[src/rtl/modem_stat_pkg.sv]
package modem_stat_pkg;
  localparam int NLINES = 4;
  localparam int LN_CTS = 0;
  localparam int LN_DSR = 1;
  localparam int LN_RI  = 2;
  localparam int LN_CD  = 3;

  typedef enum logic {
    EDGE_ANY  = 1'b0,
    EDGE_RISE = 1'b1
  } edge_kind_e;
endpackage

[src/rtl/msr_pin_sync.sv]
module msr_pin_sync #(
  parameter int W      = 4,
  parameter int STAGES = 2
) (
  input  logic         clk_i,
  input  logic         rst_i,
  input  logic [W-1:0] pin_i,
  output logic [W-1:0] lvl_o,
  output logic [W-1:0] hist_o
);
  localparam int DEPTH = STAGES + 1;

  logic [W-1:0] chain [DEPTH];

  for (genvar s = 0; s < DEPTH; s++) begin : g_stage
    if (s == 0) begin : g_first
      always_ff @(posedge clk_i) begin
        chain[s] <= pin_i;
      end
    end else begin : g_next
      always_ff @(posedge clk_i) begin
        if (rst_i) chain[s] <= pin_i;
        else       chain[s] <= chain[s-1];
      end
    end
  end

  assign lvl_o  = chain[STAGES-1];
  assign hist_o = chain[STAGES];

  // history primed from pins, so no edge is seen right after reset
  a_r9_quiet_after_reset: assert property (@(posedge clk_i) disable iff (rst_i)
    $past(rst_i) |-> (lvl_o == hist_o));
endmodule

[src/rtl/msr_delta_flag.sv]
module msr_delta_flag
  import modem_stat_pkg::*;
#(
  parameter edge_kind_e EDGE_KIND = EDGE_ANY
) (
  input  logic clk_i,
  input  logic rst_i,
  input  logic lvl_i,
  input  logic hist_i,
  input  logic arm_i,
  input  logic clr_i,
  output logic flag_o
);
  logic evt;

  if (EDGE_KIND == EDGE_RISE) begin : g_rise
    assign evt = arm_i & lvl_i & ~hist_i;
  end else begin : g_any
    assign evt = arm_i & (lvl_i ^ hist_i);
  end

  always_ff @(posedge clk_i) begin
    if (rst_i) flag_o <= 1'b0;
    else       flag_o <= (flag_o & ~clr_i) | evt;
  end

  // an event is never lost, even under a read
  a_r6_event_wins: assert property (@(posedge clk_i) disable iff (rst_i)
    evt |=> flag_o);
  // read without a new event clears the flag
  a_r5_read_clears: assert property (@(posedge clk_i) disable iff (rst_i)
    (clr_i && !evt) |=> !flag_o);
endmodule

[src/rtl/modem_status_reg.sv]
module modem_status_reg
  import modem_stat_pkg::*;
#(
  parameter int SYNC_STAGES = 2
) (
  input  logic       clk_i,
  input  logic       rst_i,
  input  logic       cts_n_i,
  input  logic       dsr_n_i,
  input  logic       ri_n_i,
  input  logic       cd_n_i,
  input  logic       modem_sel_i,
  input  logic       msi_en_i,
  input  logic       rd_i,
  output logic [7:0] rd_data_o,
  output logic       irq_o
);
  logic [NLINES-1:0] pins, lvl, hist, arm, flags, state;

  always_comb begin
    pins         = '0;
    pins[LN_CTS] = cts_n_i;
    pins[LN_DSR] = dsr_n_i;
    pins[LN_RI]  = ri_n_i;
    pins[LN_CD]  = cd_n_i;
  end

  msr_pin_sync #(.W(NLINES), .STAGES(SYNC_STAGES)) u_sync (
    .clk_i  (clk_i),
    .rst_i  (rst_i),
    .pin_i  (pins),
    .lvl_o  (lvl),
    .hist_o (hist)
  );

  for (genvar i = 0; i < NLINES; i++) begin : g_line
    localparam bit         DEDICATED = (i == LN_CTS);
    localparam edge_kind_e KIND      = (i == LN_RI) ? EDGE_RISE : EDGE_ANY;

    assign arm[i]   = DEDICATED ? 1'b1 : modem_sel_i;
    assign state[i] = arm[i] & ~lvl[i];

    msr_delta_flag #(.EDGE_KIND(KIND)) u_flag (
      .clk_i  (clk_i),
      .rst_i  (rst_i),
      .lvl_i  (lvl[i]),
      .hist_i (hist[i]),
      .arm_i  (arm[i]),
      .clr_i  (rd_i),
      .flag_o (flags[i])
    );
  end

  assign rd_data_o = {state, flags};
  assign irq_o     = msi_en_i & (|flags);

  // shared-pin flags cannot rise while modem mode is off
  a_r7_no_gpio_flag: assert property (@(posedge clk_i) disable iff (rst_i)
    !modem_sel_i |=> !($rose(flags[LN_DSR]) || $rose(flags[LN_RI]) || $rose(flags[LN_CD])));
  // masked interrupt stays low
  a_r8_irq_masked: assert property (@(posedge clk_i) disable iff (rst_i)
    !msi_en_i |-> !irq_o);
  // interrupt implies a pending change flag on the read port
  a_r8_irq_needs_flag: assert property (@(posedge clk_i) disable iff (rst_i)
    irq_o |-> (rd_data_o[3:0] != 4'h0));
endmodule

[config.mk]
export PLATFORM = sky130hd
export DESIGN_NAME = modem_status_reg
export DESIGN_NICKNAME = d
export VERILOG_FILES = /design/src/rtl/modem_stat_pkg.sv /design/src/rtl/msr_pin_sync.sv /design/src/rtl/msr_delta_flag.sv /design/src/rtl/modem_status_reg.sv
export SDC_FILE = /design/constraint.sdc
export NUM_CORES = 1
export LEC_CHECK = 0
export CAP_MARGIN = 0
export CORE_UTILIZATION = 35
export CTS_BUF_LIST = sky130_fd_sc_hd__clkbuf_4
export CTS_CLUSTER_DIAMETER = 60
export DETAILED_ROUTE_END_ITERATION = 6
export GPL_ROUTABILITY_DRIVEN = 0
export PLACE_DENSITY = 0.59
export SLEW_MARGIN = 25
export SYNTH_ARGS = -nofsm -noshare
export SYNTH_HDL_FRONTEND = slang
export SYNTH_SLANG_ARGS = --single-unit
[constraint.sdc]
create_clock -name clk_i -period 1.55 [get_ports clk_i]
set_input_delay 0.155 -clock clk_i [delete_from_list [all_inputs] [get_ports clk_i]]
set_output_delay 0.155 -clock clk_i [all_outputs]
set_load 0.1 [all_outputs]
# == Yosys cells after proc, flatten, opt, wreduce, memory -nomap -nowiden ==
# Memories as Yosys holds them, arrays and structs flattened.
# Cells that the tools add are included.
# totals
reg_bits,4
ramBits,12
in_bits,9
elab_cells,38
n_memories,1
# op_classes
muxes,5
bitwise_logic,27
n_reduce_logical,1
# memory_table
name,words,width,read_ports,rd_ports_with_merged_regs,wr,line,text
u_sync.chain,3,4,3,0,3,msr_pin_sync.sv:13,logic [W-1:0] chain [DEPTH];
# ops
op,n
$and 1x1->1,12
$mux 4,2
$not 1->1,6
$or 1x1->1,6
$reduce_or 4->1,1
$mux 1,3
$xor 1x1->1,3

# == Logic depth before layout (Yosys ltp) ==
# Gate-level depths: netlist (run 1).
# An unclocked memory read counts as a cell.
# logic_depth
ltp_word,4
depth_mapped,3
ltp_nobuf,2

# == Cells and area by module ==
# From an unflattened synthesis (run 1), not the netlist that was laid out.
# hier_totals
hier_cells,46
area_unflattened_um2,613.1
# by_module_without_submodules
mod,n_inst,cells_per_inst,area_each_um2,seq_area_each_um2
msr_pin_sync,1,21,371.6,240.2
msr_delta_flag at g_line[0].u_flag ...,3,5,55.1,20.0
msr_delta_flag at g_line[2].u_flag,1,4,38.8,20.0
modem_status_reg,1,6,37.5,0.0

# == Worst setup path after synthesis (run 1) ==
# OpenSTA, ideal clock, no wires.
# synth_path
path_type,register to output
from,mem u_sync.chain[1][3]
to,out rd_data_o[7]
arrival_ns,1.656
required_ns,1.395
slack_ns,-0.261
path_stages_with_launch,2
cell_sequence,dfxtp_1 nor2b_1
# synth_lines
element,line,text
start: declaration,msr_pin_sync.sv:13,
end: declaration,modem_status_reg.sv:15,"output logic [7:0] rd_data_o,"

# == Worst setup path after layout (run 1) ==
# layout_path
from,reg g_line[0].u_flag.flag_o
to,out irq_o
# layout_between
elab_chain_len,2
# layout_rtl
element,line,text
start: declaration,msr_delta_flag.sv:12,output logic flag_o
start signal: assignment,msr_delta_flag.sv:24,else flag_o <= (flag_o & ~clr_i) | evt;
$reduce_or 4->1,modem_status_reg.sv:55,assign irq_o = msi_en_i & (|flags);
$and 1x1->1,modem_status_reg.sv:55,
end: declaration,modem_status_reg.sv:16,output logic irq_o
# Every way passes these cells.

==> results of run 1 <==
[synthesized netlist by cell type]
master	n
a21oi_1	2
a22o_1	2
buf_4	5
dfxtp_1	16
inv_1	8
nand2_1	4
nand2b_1	2
nand3b_1	1
nor2_1	1
nor2b_1	4
o21ai_0	8
o41a_1	1
xnor2_1	1
xor2_1	2
[sequential cells by signal (all words and copies together), names as in the netlist]
signal and count:
u_sync.chain 12, g_line.u_flag.flag_o 4
[cell families after synthesis]
kind of cell	synth area share (%)
buffers and inverters	12.1
DFF	57.5
AOI/OAI and AO/OA	14.2
xor gates and xnor gates	4.72
and+or+nand+nor	11.5
[metal layers]
metal	global-route usage [%]	up-vias	part of all wire (%)
met5	0	-	0
met4	1.94	0	0
met3	7.83	0	8.1
met2	17.2	14	44
met1	12.4	166	48
li1	-	215	-
[power groups by stage]
stage	Combinational (mW)	Clock, mW	Sequential (mW)
finish	0.306	0.219	0.467
global route	0.319	0.251	0.473
CTS	0.308	0.232	0.468
detailed placement	0.308	0	0.478
global placement	0.307	0	0.477
floorplan	0.206	0	0.468
[layout make-up]
class,instances,area share (%)
Sequential cell,16,38.1
Timing Repair Buffer,18,31.8
Multi-Input combinational cell,28,21.0
Inverter,8,3.57
Clock buffer,3,2.68
Tap cell,16,2.38
Clock inverter,1,0.446
[worst reg2reg max path: cells and delay by family (launching register included)]
family                    cells  cell delay [ps]
xor gates and xnor gates      1              170
DFF                           1              350
AOI/OAI and AO/OA             1              200
[metrics by stage]
stage | hold slack [ps] | cells | setup WS, ps | util [%]
floorplan | 183 | 57 | 230 | -
global placement | 417 | 86 | 302 | 54.7
detailed placement | 429 | 86 | 304 | 54.7
CTS | 330 | 90 | 89.9 | 56.5
global route | 325 | 90 | 59.6 | 56.5
finish | 338 | 90 | 108 | 56.5
[worst paths after layout]
| path | endpoint | slack (ps) | depth (start not counted) |
|---|---|---|---|
| worst min register to register | u_sync.chain[1][2]$_DFF_P_ | 440 | 2 |
| worst min-delay path | u_sync.chain[0][1]$_DFF_P_ | 340 | 1 |
| worst max-delay path | irq_o | 110 | 2 |
| worst max register to register | g_line[3].u_flag.flag_o$_SDFF_PP0_ | 740 | 2 |
==> summary by stage, run 1 <==
Run status
The flow ran to the end, and the final reports show no timing, DRC or antenna violations.

Power
The portion of total power attributed to combinational logic is roughly 31%. The cell-internal power is about 0.66 mW. After layout, the design draws a total of 0.993 mW.

The power density over the cells is 1180 nW/um2. The analysis attributes to net switching a power of 0.336 mW. The switching share of power is roughly a third. The clock network accounts for roughly 22% of the total power.

In this run the static leakage power is 0.366 nW. VDD sags by at most ~0.00077 V. The sequential share of power is 47.1%.

STA
The max-slew violation count is 0. Setup repair after global routing left no endpoint under its margin. The upper clock frequency limit is 693 MHz. The fraction of the cycle the final worst path needs is roughly 93%. The final-report setup violation count is 0.

After layout, the minimum clock period comes to about 1400 ps. Measured against its own limit, the worst slew margin works out to slightly below 90%. For the pin with the worst max-slew slack, the measured transition is 198 ps. The final sum of negative setup slack is 0 ps. The number of failing hold endpoints at the final stage was 0. For the final database, setup skew stands at about 1.4 ps.

Floorplanning
From left edge to right edge, the die measures 41.9 um. The initialized floorplan defines 14 standard-cell rows. The number of placed I/O pins is 18. The die height is roughly 42 um.

The initial utilization of the core area, before any placement, comes to between 30% and 40%. The floorplan step defined a die boundary enclosing 1750 um2. The standard cell core area is 1490 um2.

Clocking
Clock-pin slew was measured on the worst setup and hold paths at approximately 90 ps. CTS built an H-tree with a depth of 1. The clock net sink count is 16. The total CTS buffers is 3. The number of buffers inserted to repair setup after CTS is 0. The tree is rooted in a clkbuf_4. TritonCTS built the clock tree. In this run the deepest clock path goes through 2 buffers. At the later pin of the worst-skew pair, clock insertion delay measures about 280 ps.

Post-CTS repair changed the size of 0 cells. The hold buffer count at cts is 0.

Route
The number of DRC markers after the initial detailed-route iteration is 2. The final route contains a little under 400 vias. The total iterations of the first detailed-routing run is 3. After detailed routing, the average wire length per cell comes to approximately 9 um. For this run, design rule violations remaining after detail routing come to 0. Once detail routing completed, the nets flagged for antenna violations numbered 0. The via-per-instance ratio is 4.39. The total wire length after detailed routing is between 800 and 900 um.

Critical path
The endpoint class of the critical path is a primary output. The critical path class is reg -> out. Counting both buffers and inverters, the worst setup path holds a total of 1. The category of cells accounting for the largest share of critical-path delay is compound AO/OA/AOI/OAI gates. The critical path data arrival time is approximately 1300 ps. Along the worst path, the maximum fanout reaches 3. The type of element launching the critical path is a flop. The cell at the slowest stage of the critical path is o41a_1. The required time at the endpoint of the critical path is 1390 ps.

The timing startpoint of the critical path is g_line[0].u_flag.flag_o$_SDFF_PP0_. The reg-to-reg critical path startpoint is u_sync.chain[1][3]$_DFF_P_. The signal on the critical path passes through o41a_1, buf_12. The longest individual stage delay on the worst path is 470 ps.

GRT
Global routing finished with a remaining overflow of 0. The first global-routing pass estimated 1.41 mm of wire. Entering global routing, the biggest net connects 12 pins. The via count of the first global-routing pass is 340.

The number of antenna violations at the first check in global routing is 0. Global routing used approximately 11% of the available tracks.

Place
After detailed placement, the total cell area comes to 815 um2. In this run the tool buffered the top-level ports with 17 buffer cells. The half-perimeter wire length after placement is between 600 and 700 um.

Layout
Leaving out fill and tap cells, the most frequent cell in the layout is dfxtp_1. The area added between synthesis and finish is 51.0%. The repair_antennas step left the layout with diodes totalling 0. The share of post-route cells with drive strength above 1 is between 20% and 30%. The area of the multi-input gates is about 180 um2. The top cell types in the final layout, fill and taps aside, are dfxtp_1, buf_12, inv_1, o21ai_0, clkdlybuf4s50_1. Summing all non-filler instances in the final layout gives an area of 841 um2. Counting the fill cells in the layout gives approximately 130. The register area is approximately 320 um2. The number of nets in the finished design is 84.

Yosys
The share of synthesized area in the top cell type comes to between 50% and 60%. The number of nets in the synthesized netlist is 66. Summing the sequential cell areas from Yosys gives 57.5% of the chip area.

Yosys attributes the largest share of cell area to dfxtp_1, o21ai_0, buf_4, inv_1, nor2b_1. The synthesized cell area is approximately 560 um2. After synthesis the netlist holds a flip-flop and latch count of 16.

The mean cell area of the mapped netlist is ~10 um2. The number of different library cells in the post-synthesis netlist is 14. dfxtp_1 takes more of the synthesized area than any other cell.

The Yosys step of the flow raised 0 warnings. In the synthesized netlist, the number of instances is 57.

Hold path
In this run the most critical hold path is launched from dsr_n_i. The class of the worst hold path is in -> reg.

Job
The number of violations of the max-capacitance limit is 0.
Note: power is estimated with default switching activity, not from simulation.
==> run 2: changes to the inputs <==
--- a/config.mk
+++ b/config.mk
@@ -6,6 +6,7 @@
 export NUM_CORES = 1
 export LEC_CHECK = 0
 export CAP_MARGIN = 0
+export CORE_MARGIN = 2
 export CORE_UTILIZATION = 35
 export CTS_BUF_LIST = sky130_fd_sc_hd__clkbuf_4
 export CTS_CLUSTER_DIAMETER = 60
==> run 2 against run 1 <==
- hold slack got worse by 8.8 ps
- sequential power barely moved
- count of clock-buffer cells in the layout stayed put
- critical endpoint unchanged
- largest cell class unchanged
==> summary by stage, run 2 (synthesis gave the netlist of run 1 again) <==
STA
The number of failing hold endpoints at the final stage is 0 (unchanged). The post-layout minimum cycle time was 1450 ps (+6.18 ps). Setup repair after global routing left no endpoint under its margin. The transition time at the pin with the least slew margin is 202 ps (+3.94 ps). The final-report setup violation count is 0 (unchanged). The worst clock skew is 6.33 ps (+4.88 ps). The fraction of the cycle the final worst path needs is 93.4% (+0.40 points). The worst hold-check slack is 329 ps (-8.79 ps).

The final sum of negative setup slack is 0 ps (unchanged). The max-slew violation count is 0 (unchanged). The headroom to the max-slew limit is 86.5% (-0.26 points). The upper clock frequency limit is 690 MHz (-0.43%).

Route
The via-per-instance ratio was 4.41 (+0.51%). The total iterations of the first detailed-routing run is 2 (-1). The count of antenna-violating nets left after detailed routing was 0 (unchanged). The number of DRC markers after the initial detailed-route iteration is 2 (unchanged). The final routed DRC violation total came to 0 (unchanged). The average detailed-routed wire length per instance came to 9.57 um (+5.3%). The total wire length after detailed routing was 861 um (+5.3%). The total number of vias is 397 (+0.51%).

Critical path
The worst setup path is captured at a primary output. The required time at the endpoint of the critical path is 1390 ps (about the same). The critical path data arrival time is 1290 ps (about the same). The critical path in this run is classified as reg -> out. The maximum fanout along the worst path is 3 (unchanged). STA classifies the critical path startpoint as a flop.

Job
The number of violations of the max-capacitance limit is 0 (unchanged).

Floorplanning
The die outline width is 43.9 um (+4.8%). The die area is 1930 um2 (+9.8%). The standard cell core area came to 1510 um2 (+1.2%).

The die height was 43.9 um (+4.8%). The floorplan row count was 14 (unchanged). The starting utilization of the core area came to 37.0% (-0.43 points).

The number of placed I/O pins is 18 (unchanged).

Layout
The area added between synthesis and finish is 51.0% (unchanged). The number of flip-flops under the largest register name is 12 (unchanged). The design area is 841 um2 (unchanged).

The number of nets in the finished design is 84 (unchanged). The number of cells in the finished layout apart from fillers is 90 (unchanged). In the final layout, the registers with the most flip-flops are u_sync.chain x12, g_line.u_flag.flag_o x4. The number of antenna diodes is 0 (unchanged).

The share of post-route cells with drive strength above 1 is 21.6% (unchanged). The register containing the most flip-flops in the final layout is u_sync.chain. The library cells used most frequently in the layout, excluding fill and tap cells, are dfxtp_1, buf_12, inv_1, o21ai_0, clkdlybuf4s50_1. The most common cell after layout, fill and taps aside is dfxtp_1.

Clocking
The hold buffer count at cts is 0 (unchanged). The largest buffer count on any clock path was 2 (unchanged). TritonCTS built the clock tree.

The number of buffers inserted to repair setup after CTS was 0 (unchanged). The depth of the CTS H-tree came to 1 (unchanged). The clock net sink count is 16 (unchanged).

The worst-skew pair later-pin latency is 290 ps (about the same). The clock slew seen by the registers of the worst setup and hold paths came to 90 ps (about the same). The total CTS buffers is 3 (unchanged). The clock tree root buffer cell is clkbuf_4. The post-CTS resize count is 0 (unchanged).

Power
The cell-internal power is 0.657 mW (about the same). The portion of total power attributed to combinational logic is 30.7% (about the same). The clock power share is 22.5% (+0.4 points).

The peak supply drop was 0.000537 V (-30%). The switching power summed over all nets was 0.341 mW (+1.5%). The sequential share of power is 46.8% (-0.3 points). The switching share of power came to 34.2% (+0.33 points). The static leakage power is 0.366 nW (unchanged). The power density over the cells was 1190 nW/um2 (+0.55%).

GRT
The sum of overflow across all layers after global routing was 0 (unchanged). The wire length of the first global-routing pass is 1.39 mm (-2.0%). The global routing usage summed across all routing layers is 10.5% (-0.52 points). The via count of the first global-routing pass is 330 (-2.9%). The largest net degree at the start of global routing is 13 (+1). The number of antenna violations at the first check in global routing came to 0 (unchanged).

Place
The number of buffers inserted by port buffering was 17 (unchanged). The total placed cells including tap cells is 86 (unchanged). The post-place instance area is 815 um2 (unchanged). The half-perimeter wire length after placement was 654 um (+1.4%).

Run status
The flow ran to the end, and the final reports show no timing, DRC or antenna violations.

Hold path
The class of the worst hold path is in -> reg.
run 2: layer usage:
| metal | GRT usage [%] | routed length (um) | share of wire (%) |
|---|---|---|---|
| met5 | 0 | 0 | 0 |
| met4 | 12.7 | 47 | 5.5 |
| met3 | 2.92 | 64 | 7.4 |
| met2 | 14.4 | 347 | 40 |
| met1 | 11.7 | 401 | 47 |
run 2: final timing paths:
check	start	to	slack [ps]	cells past startpoint
setup / recovery	g_line[0].u_flag.flag_o$_SDFF_PP0_	irq_o	100	2
hold / removal	cd_n_i	u_sync.chain[0][3]$_DFF_P_	330	1
setup reg to reg	u_sync.chain[1][3]$_DFF_P_	g_line[3].u_flag.flag_o$_SDFF_PP0_	740	2
hold reg to reg	u_sync.chain[0][2]$_DFF_P_	u_sync.chain[1][2]$_DFF_P_	440	2
run 2: cell type report:
cell class,instances,area (um2)
fill,129,666
sequential,16,320
timing repair buffer,18,268
multi-input combinational,28,176
inverter,8,30.0
clock buffer,3,22.5
tap,16,20.0
clock inverter,1,3.75
run 2: power groups by stage:
stage,registers [mW],logic (mW),clock network [mW]
finish,0.467,0.307,0.225
CTS,0.468,0.309,0.235
global route,0.472,0.318,0.251
detailed placement,0.478,0.308,0
floorplan,0.468,0.206,0
global placement,0.477,0.307,0
run 2: critical path, stage by stage, from the launching register on:
cell	delay [ps]
dfxtp_1	350
o41a_1	470
buf_12	180
run 2: per-stage QoR:
| stage | setup slack [ps] | util (%) | power [mW] |
|---|---|---|---|
| detailed placement | 302 | 54.1 | 0.786 |
| finish | 102 | 55.8 | 0.998 |
| floorplan | 230 | - | 0.674 |
| global route | 36.5 | 55.8 | 1.04 |
| global placement | 305 | 54.1 | 0.783 |
| CTS | 81.7 | 55.8 | 1.01 |
